### config.mk
export PLATFORM = sky130hd
export DESIGN_NAME = duo_serial_tx
export DESIGN_NICKNAME = d
export VERILOG_FILES = /design/src/rtl/duo_tx_pkg.sv /design/src/rtl/duo_tx_regs.sv /design/src/rtl/duo_tx_frame.sv /design/src/rtl/duo_tx_shift.sv /design/src/rtl/duo_serial_tx.sv
export SDC_FILE = /design/constraint.sdc
export NUM_CORES = 1
export LEC_CHECK = 0
export BUFFER_PORTS_ARGS = -buffer_cell sky130_fd_sc_hd__clkbuf_2
export CORE_MARGIN = 5
export CORE_UTILIZATION = 55
export CTS_CLUSTER_SIZE = 12
export DETAILED_ROUTE_END_ITERATION = 7
export HOLD_SLACK_MARGIN = 0.03
export PLACE_DENSITY = 0.78
export SYNTH_ARGS = -nofsm -noshare
export SYNTH_HDL_FRONTEND = slang
export SYNTH_SLANG_ARGS = --single-unit
export TNS_END_PERCENT = 30
### constraint.sdc
create_clock -name clk -period 5.2 [get_ports clk]
set_input_delay 0.52 -clock clk [delete_from_list [all_inputs] [get_ports clk]]
set_output_delay 0.52 -clock clk [all_outputs]
set_load 0.1 [all_outputs]
### src/rtl/duo_tx_pkg.sv
package duo_tx_pkg;
  typedef struct packed {
    logic       sync_mode;
    logic       short_char;
    logic       par_en;
    logic       par_odd;
    logic       two_stop;
    logic       mp_flag;
    logic [1:0] clk_src;
  } mode_t;

  localparam logic [7:0] MODE_RESET = 8'h00;
endpackage

### src/rtl/duo_tx_regs.sv
module duo_tx_regs
  import duo_tx_pkg::*;
#(
  parameter int DATA_W = 8
) (
  input  logic              clk,
  input  logic              rst_n,
  input  logic              standby,
  input  logic              wr_en,
  input  logic              wr_sel,
  input  logic [DATA_W-1:0] wr_data,
  input  logic              load,
  output logic [DATA_W-1:0] hold_q,
  output mode_t             mode_q,
  output logic              hold_empty
);
  logic wr_hold;
  logic wr_mode;

  assign wr_hold = wr_en && !wr_sel;
  assign wr_mode = wr_en && wr_sel;

  always_ff @(posedge clk or negedge rst_n) begin
    if (!rst_n) begin
      hold_q     <= '1;
      mode_q     <= mode_t'(MODE_RESET);
      hold_empty <= 1'b1;
    end else if (standby) begin
      hold_q     <= '1;
      mode_q     <= mode_t'(MODE_RESET);
      hold_empty <= 1'b1;
    end else begin
      if (wr_hold) hold_q <= wr_data;
      if (wr_mode) mode_q <= mode_t'(wr_data[7:0]);
      if (wr_hold)   hold_empty <= 1'b0;
      else if (load) hold_empty <= 1'b1;
    end
  end

  AST_HOLD_WRITE_CLEARS: assert property (@(posedge clk) disable iff (!rst_n)
    (wr_hold && !standby) |=> (!hold_empty && hold_q == $past(wr_data)));
  AST_LOAD_SETS_EMPTY: assert property (@(posedge clk) disable iff (!rst_n)
    (load && !wr_hold && !standby) |=> hold_empty);
  AST_STANDBY_RESTORE: assert property (@(posedge clk) disable iff (!rst_n)
    standby |=> (hold_q == '1 && mode_q == mode_t'(MODE_RESET) && hold_empty));
  AST_PENDING_KEPT: assert property (@(posedge clk) disable iff (!rst_n)
    (!hold_empty && !load && !standby) |=> !hold_empty);
endmodule

### src/rtl/duo_tx_frame.sv
module duo_tx_frame #(
  parameter int DATA_W  = 8,
  parameter int FRAME_W = DATA_W + 4,
  parameter int CNT_W   = $clog2(FRAME_W + 1)
) (
  input  logic [DATA_W-1:0]  data,
  input  logic               sync_mode,
  input  logic               short_char,
  input  logic               par_en,
  input  logic               par_odd,
  input  logic               two_stop,
  output logic [FRAME_W-1:0] frame,
  output logic [CNT_W-1:0]   nbits
);
  int                nd;
  int                total;
  logic              par_bit;
  logic [DATA_W-1:0] sent_mask;

  always_comb begin
    nd        = short_char ? DATA_W - 1 : DATA_W;
    sent_mask = '1;
    if (short_char) sent_mask[DATA_W-1] = 1'b0;
    par_bit   = (^(data & sent_mask)) ^ par_odd;
    frame     = '1;
    if (sync_mode) begin
      frame[DATA_W-1:0] = data;
      total             = DATA_W;
    end else begin
      frame[0] = 1'b0;
      for (int i = 0; i < DATA_W; i++)
        if (i < nd) frame[i+1] = data[i];
      for (int j = 1; j < FRAME_W; j++)
        if (par_en && j == nd + 1) frame[j] = par_bit;
      total = 2 + nd + (par_en ? 1 : 0) + (two_stop ? 1 : 0);
    end
    nbits = CNT_W'(total);
  end
endmodule

### src/rtl/duo_tx_shift.sv
module duo_tx_shift #(
  parameter int FRAME_W = 12,
  parameter int CNT_W   = $clog2(FRAME_W + 1)
) (
  input  logic               clk,
  input  logic               rst_n,
  input  logic               standby,
  input  logic               baud_tick,
  input  logic               pending,
  input  logic [FRAME_W-1:0] frame_in,
  input  logic [CNT_W-1:0]   nbits_in,
  input  logic               sync_in,
  output logic               load,
  output logic               txd,
  output logic               sck
);
  logic [FRAME_W-1:0] shreg;
  logic [CNT_W-1:0]   cnt;
  logic               busy;
  logic               sync_q;
  logic               sck_q;
  logic               last;

  assign last = busy && (cnt == CNT_W'(1)) && (!sync_q || sck_q);
  assign load = baud_tick && pending && (!busy || last);
  assign txd  = shreg[0];
  assign sck  = sck_q;

  always_ff @(posedge clk or negedge rst_n) begin
    if (!rst_n) begin
      shreg <= '1; cnt <= '0; busy <= 1'b0; sync_q <= 1'b0; sck_q <= 1'b1;
    end else if (standby) begin
      shreg <= '1; cnt <= '0; busy <= 1'b0; sync_q <= 1'b0; sck_q <= 1'b1;
    end else if (baud_tick) begin
      if (load) begin
        shreg  <= frame_in;
        cnt    <= nbits_in;
        busy   <= 1'b1;
        sync_q <= sync_in;
        sck_q  <= !sync_in;
      end else if (!busy || last) begin
        shreg <= '1;
        cnt   <= '0;
        busy  <= 1'b0;
        sck_q <= 1'b1;
      end else if (sync_q && !sck_q) begin
        sck_q <= 1'b1;
      end else begin
        shreg <= {1'b1, shreg[FRAME_W-1:1]};
        cnt   <= cnt - 1'b1;
        if (sync_q) sck_q <= 1'b0;
      end
    end
  end

  AST_IDLE_LINE_HIGH: assert property (@(posedge clk) disable iff (!rst_n)
    !busy |-> (txd && sck));
  AST_ASYNC_CLOCK_QUIET: assert property (@(posedge clk) disable iff (!rst_n)
    (busy && !sync_q) |-> sck);
  AST_MOVE_ONLY_ON_TICK: assert property (@(posedge clk) disable iff (!rst_n)
    (!baud_tick && !standby) |=> ($stable(txd) && $stable(sck)));
  AST_SYNC_DATA_ON_FALL: assert property (@(posedge clk) disable iff (!rst_n || standby)
    (busy && sync_q && !$stable(txd)) |-> !sck);
  AST_COUNT_IN_RANGE: assert property (@(posedge clk) disable iff (!rst_n)
    busy |-> (cnt != '0 && cnt <= CNT_W'(FRAME_W)));
endmodule

### src/rtl/duo_serial_tx.sv
module duo_serial_tx
  import duo_tx_pkg::*;
#(
  parameter int DATA_W = 8
) (
  input  logic              clk,
  input  logic              rst_n,
  input  logic              standby,
  input  logic              wr_en,
  input  logic              wr_sel,
  input  logic [DATA_W-1:0] wr_data,
  output logic [DATA_W-1:0] hold_rd,
  output logic [7:0]        mode_rd,
  input  logic              baud_tick,
  output logic              txd,
  output logic              sck,
  output logic              hold_empty
);
  localparam int FRAME_W = DATA_W + 4;
  localparam int CNT_W   = $clog2(FRAME_W + 1);

  logic [DATA_W-1:0]  hold_q;
  mode_t              mode_q;
  logic               load;
  logic [FRAME_W-1:0] frame;
  logic [CNT_W-1:0]   nbits;

  duo_tx_regs #(.DATA_W(DATA_W)) u_regs (
    .clk(clk), .rst_n(rst_n), .standby(standby), .wr_en(wr_en),
    .wr_sel(wr_sel), .wr_data(wr_data), .load(load),
    .hold_q(hold_q), .mode_q(mode_q), .hold_empty(hold_empty)
  );

  duo_tx_frame #(.DATA_W(DATA_W), .FRAME_W(FRAME_W), .CNT_W(CNT_W)) u_frame (
    .data(hold_q), .sync_mode(mode_q.sync_mode), .short_char(mode_q.short_char),
    .par_en(mode_q.par_en), .par_odd(mode_q.par_odd), .two_stop(mode_q.two_stop),
    .frame(frame), .nbits(nbits)
  );

  duo_tx_shift #(.FRAME_W(FRAME_W), .CNT_W(CNT_W)) u_shift (
    .clk(clk), .rst_n(rst_n), .standby(standby), .baud_tick(baud_tick),
    .pending(!hold_empty), .frame_in(frame), .nbits_in(nbits),
    .sync_in(mode_q.sync_mode), .load(load), .txd(txd), .sck(sck)
  );

  assign hold_rd = hold_q;
  assign mode_rd = mode_q;

  AST_NO_SILENT_LOSS: assert property (@(posedge clk) disable iff (!rst_n)
    (hold_empty && !wr_en && !standby) |=> hold_empty);
endmodule

# After elaboration in Yosys (flattened, before gate mapping)
# Cells that the tools add are included.
# totals
word_cells	136
out_inout_bits	19
ff_bits	36
# op_classes
add_sub_neg	5
reduce_logical	38
eq_ne	13
mux	56
order_cmp	8
bitwise_logic	2
# ops
operator	n
$eq 4x32->1 const A	4
$eq 5x32->1 const A	4
$lt 4x32->1 const A	4
$eq 3x32->1 const A	2
$lt 3x32->1 const A	2
$mux 12	5
$mux 8	5
$mux 1	38
$add 32x2->32 const B	1
$eq 2x32->1 const A	1
$lt 1x32->1 const A	1
$lt 2x32->1 const A	1
$mux 4	8
$logic_and 1x1->1	18
$add 4x4->4	2
$and 8x8->8	1
$reduce_and 2->1	4
$reduce_bool 2->1	4
$reduce_xor 8->1	1
$logic_not 1->1	6
$reduce_bool 3->1	2
$reduce_bool 5->1	1
$add 3x4->4 const A	1
$eq 4x1->1 const B	1
other kinds (4)	5

# Depth between registers and ports, before layout
# depth
word_depth	9
mapped_depth	9

# Hierarchy
# From an unflattened synthesis, not the netlist that was laid out.
# unflattened
cells_unflattened	219
hier_area_um2	2193.4
# modules_own_cells
module	instances	cells_per_inst	area_per_inst_um2	seq_area_each_um2
duo_tx_shift	1	111	1067.3	491.7
duo_tx_regs	1	76	844.6	436.7
duo_tx_frame	1	31	277.8	0.0
duo_serial_tx	1	1	3.8	0.0

# Worst setup path after synthesis
# OpenSTA, ideal clock, no wires.
# synth_timing
kind	reg-to-reg
from	reg u_shift.sck_q, in the netlist u_shift.sck
to	reg u_shift.shreg[8]
t_required_ns	5.115
path_buffers	0
setup_time_ns	0.085
arrival_time_ns	1.859
synth_period_minus_slack_ns	1.944
stages_incl_launch_ff	6
path_slack_ns	3.256
cell_sequence	dfstp_2 nor2b_1 a21boi_1 o21ai_2 a311o_1 o221ai_1
# synth_via
elab_chain_len	7
word_cells_on_any_way	12
# synth_rtl
item	line_no	source
start, declared	duo_tx_shift.sv:21	logic sck_q;
start signal, assigned	duo_tx_shift.sv:40	sck_q <= !sync_in;
$logic_or 1x1->1	duo_tx_shift.sv:24	assign last = busy && (cnt == CNT_W'(1)) && (!sync_q || sck_q);
$logic_and 1x1->1	duo_tx_shift.sv:24	
$logic_or 1x1->1	duo_tx_shift.sv:25, duo_tx_shift.sv:41	
$mux 12 / $logic_and 1x1->1 (equally long branches)	duo_tx_shift.sv:41, duo_tx_shift.sv:25	
$mux 12	duo_tx_shift.sv:35	if (load) begin
$mux 12	duo_tx_shift.sv:34	end else if (baud_tick) begin
$mux 12	duo_tx_shift.sv:32	end else if (standby) begin
end signal, assigned	duo_tx_shift.sv:36	shreg <= frame_in;
end signal, assigned	duo_tx_shift.sv:49	shreg <= {1'b1, shreg[FRAME_W-1:1]};
end, declared	duo_tx_shift.sv:17	logic [FRAME_W-1:0] shreg;
# Several ways; a longest one is shown, not always the timed one. The select of a mux whose other input is x is not followed.
# A chain may end at the register's enable or synchronous reset.

# Worst setup path in the final report
# layout_timing
from	reg u_shift.cnt[1]
to	reg u_shift.cnt[0]
# layout_via
elab_chain_len	8
word_cells_on_any_way	11
# layout_rtl
item	line_no	source
start, declared	duo_tx_shift.sv:18	logic [CNT_W-1:0] cnt;
start signal, assigned	duo_tx_shift.sv:37	cnt <= nbits_in;
start signal, assigned	duo_tx_shift.sv:50	cnt <= cnt - 1'b1;
$eq 4x1->1 *	duo_tx_shift.sv:24	
$logic_and 1x1->1 * (2 in series)	duo_tx_shift.sv:24	
$logic_or 1x1->1 *	duo_tx_shift.sv:25, duo_tx_shift.sv:41	
$mux 4 / $logic_and 1x1->1 (equally long branches)	duo_tx_shift.sv:41, duo_tx_shift.sv:25	
$mux 4	duo_tx_shift.sv:35	
$mux 4	duo_tx_shift.sv:34	
$mux 4	duo_tx_shift.sv:32	
# Every way passes the cells marked *; elsewhere a longest branch is shown, timed or not. The select of a mux whose other input is x is not followed.

==> impl_results.md <==
* Outcome: complete, no violations
* Clk_skew at 8.21 ps
* Initial Utilization at 58.1%
* GPL Wtd Cong at roughly 0.78
* Post-CTS Hold Buffers at 0
* Peak supply drop at 221 µV
* WP data required at roughly 5400 ps
* PortBufs at 32
* Worst setup startpoint: u_shift.cnt[1]
* Hold Fails Final Rpt at 0
* Placeable core area at 0.00339 mm²
* CTS-repair resized insts at 0
* Post-synth ARST share at 100%
* Worst slew margin at between 30% and 40%
* Die area at 0.00487 mm²
* Area leader, netlist: dfstp_2
* Most common cell in the netlist: a21oi_1
* Ys Warns at 0
* Initial DRC count at 130
* Vias in the first global route at approximately 1600
* Chip width at 69.8 µm
* Source of the worst register-to-register timing path: u_shift.cnt[1]
* Mapped Avg Cell Area at roughly 9.4 µm²
* Reg2reg end: u_shift.cnt[0]
* Top cells by count, synth: a21oi_1, dfstp_2, nand2_1, nor2b_1, dfrtp_1
* Fin area at between 0.002 and 0.0025 mm²
* Top post-synthesis cells by area: dfstp_2, dfrtp_1, a21oi_1
* Crit Path Class: reg -> reg
* Row Count at 21
* GRT overflow at 0
* CTS tree: yes
* DR DRC count at 0
* Total track usage at 17.7%
* Final Util at 62.8%
* Post-synthesis sequential area ratio at ~45%
* Flops & latches, synth at 34
* Crit path capture: u_shift.cnt[0]
* Critical Path Fanout Max at 29
* Largest net degree at the start of global routing at 36
* Hold Crit Class: in -> async
* Number of diodes at 0
* DR vias at 1580
* Slew @ Worst Pin at 1020 ps
* # clock sinks at 34
* Pwr/cell area at 281 mW/mm²
* Crit start category: register
* Share of post-route cells with drive strength above 1 at 27.2%
* Top_reg_cell synth: dfstp_2
* Setup TNS at 0 ps
* Post-synth EDFFs at 0
* Avg Vias per Cell at 5.77
* RSZ-0062 raised after global routing: false
* Clock Latency Late Sink at 330 ps
* First-pass DRT Iterations at 4
* Root Driver: clkbuf_4
* Final WL at 4.07 mm
* # Post-CTS Setup Buffers at 0
* Flop2flop setup slack at about 2700 ps
* CTS H-tree depth at 2
* Initial antenna violation count at 0
* Distinct cells, synth at 39
* Detail Route Antenna Nets at 0
* Nets@finish at 245
* Slew Limit Fails at 0
* Post-synthesis cell area at around 0.0020 mm²
* Reg2reg path depth at 7
* Final Cycle Share at 47.9%
* Synth Instances at 209
* CTS buffer count at 5
* Pleak at 0.836 nW
* Placed Area at 0.00207 mm²
* CP Capture Type: register
* Worst EP arrival at roughly 2700 ps
* Synthesis-to-layout area growth at 8.20%
* Top cell type's share of synthesized area at about a quarter
* Min cycle time layout at roughly 2500 ps
* Final setup fails at 0
* Syn_nets at approximately 230
* DR WL/cell at 14.9 µm
* Die Span Y at 69.8 µm
* MaxCap Viol Count at 0
* Fmax achieved at 401 MHz
* Ports at 33
* Max Buffers Root-to-Sink at 2
* DPL Wire Length at 2.85 mm
* Worst-path clk slew at about 100 ps
* First-pass GRT wire length at 7.12 mm
-- sequential cells by signal, indices dropped and copies added, names as in the netlist --
name and flops:
u_shift.shreg 10, u_regs.hold_q 8, u_regs.mode_q 8, u_shift.cnt 4, u_regs.hold_empty 1, u_shift.busy 1, u_shift.sck 1, u_shift.sync_q 1
-- per-stage QoR --
| step | setup slack (ps) | hold WS, ps | cells | power [W] |
|---|---|---|---|---|
| 2_1_floorplan | 3260 | 224 | 209 | 0.000425 |
| 3_3_place_gp | 2830 | 516 | 266 | 0.000450 |
| 3_5_place_dp | 2730 | 519 | 266 | 0.000452 |
| 4_1_cts | 2720 | 288 | 274 | 0.000604 |
| 5_1_grt | 2500 | 322 | 274 | 0.000627 |
| 6_report | 2710 | 263 | 274 | 0.000598 |
-- worst min-delay path by stage --
stage / start / to / slack (ps) / cells past startpoint
after detailed placement: u_regs.mode_q[2] / u_regs.mode_q[2] / 520 / 2
after floorplan: rst_n / u_regs.mode_q[0] / 220 / 0
after global placement: u_regs.mode_q[2] / u_regs.mode_q[2] / 520 / 2
final: rst_n / u_shift.sync_q / 260 / 1
after CTS: rst_n / u_regs.mode_q[7] / 290 / 1
after global routing: rst_n / u_shift.busy / 320 / 1
-- cell families (layout without fill, tap and decap cells) --
group                    after synthesis  in the layout  share of synthesized area [%]
AND/OR/NAND/NOR                       63             63                           16.7
buffers and inverters                 27             46                           7.06
flip-flops                            34             34                           44.5
multiplexers                           1              1                          0.509
XOR/XNOR                               9              9                           4.01
AO/OA/AOI/OAI                         71             71                           24.3
adder cells (fa/ha/maj)                4              4                           2.92
-- critical path, cell delays in order (launching register included) --
cell,delay [ps]
dfrtp_1,390
inv_1,100
ha_1,140
or3b_1,370
o21ai_2,800
nor2_1,170
a221oi_1,320
nor2_1,60
-- report_power, final --
part / total, W / switching, W / internal [W]
Sequential: 0.000299 / 0.0000148 / 0.000284
Combinational: 0.000148 / 0.000109 / 0.0000389
Clock: 0.000151 / 0.0000859 / 0.0000655
-- routing by layer --
metal	global-route usage, %	wire [µm]	up-vias
li1	-	-	782
met3	4.93	234	5
met4	5.11	38	0
met2	28.6	1940	40
met5	0	0	-
met1	23.0	1860	753
-- cell usage in the layout (no fill, tap or decap), types with 7 or more instances in the layout --
| cell | netlist | routed |
|---|---|---|
| clkbuf_2 | 0 | 32 |
| a21oi_1 | 29 | 29 |
| dfstp_2 | 20 | 20 |
| nand2_1 | 17 | 17 |
| nor2b_1 | 17 | 17 |
| dfrtp_1 | 14 | 14 |
| nand3_1 | 11 | 11 |
| nor2_1 | 8 | 8 |
| xnor2_1 | 8 | 8 |
| a211o_1 | 8 | 8 |
| a211oi_1 | 8 | 8 |
| a221o_1 | 7 | 7 |
-- layout make-up --
| cell class | count | area [µm²] |
|---|---|---|
| Clock inverter | 1 | 5.00 |
| Multi-Input combinational cell | 148 | 953 |
| Inverter | 6 | 22.5 |
| Clock buffer | 7 | 55.1 |
| Sequential cell | 34 | 876 |
| Fill cell | 296 | 1260 |
| Timing Repair Buffer | 32 | 160 |
| Tap cell | 46 | 57.6 |
Power figures use the tool's default switching activity.
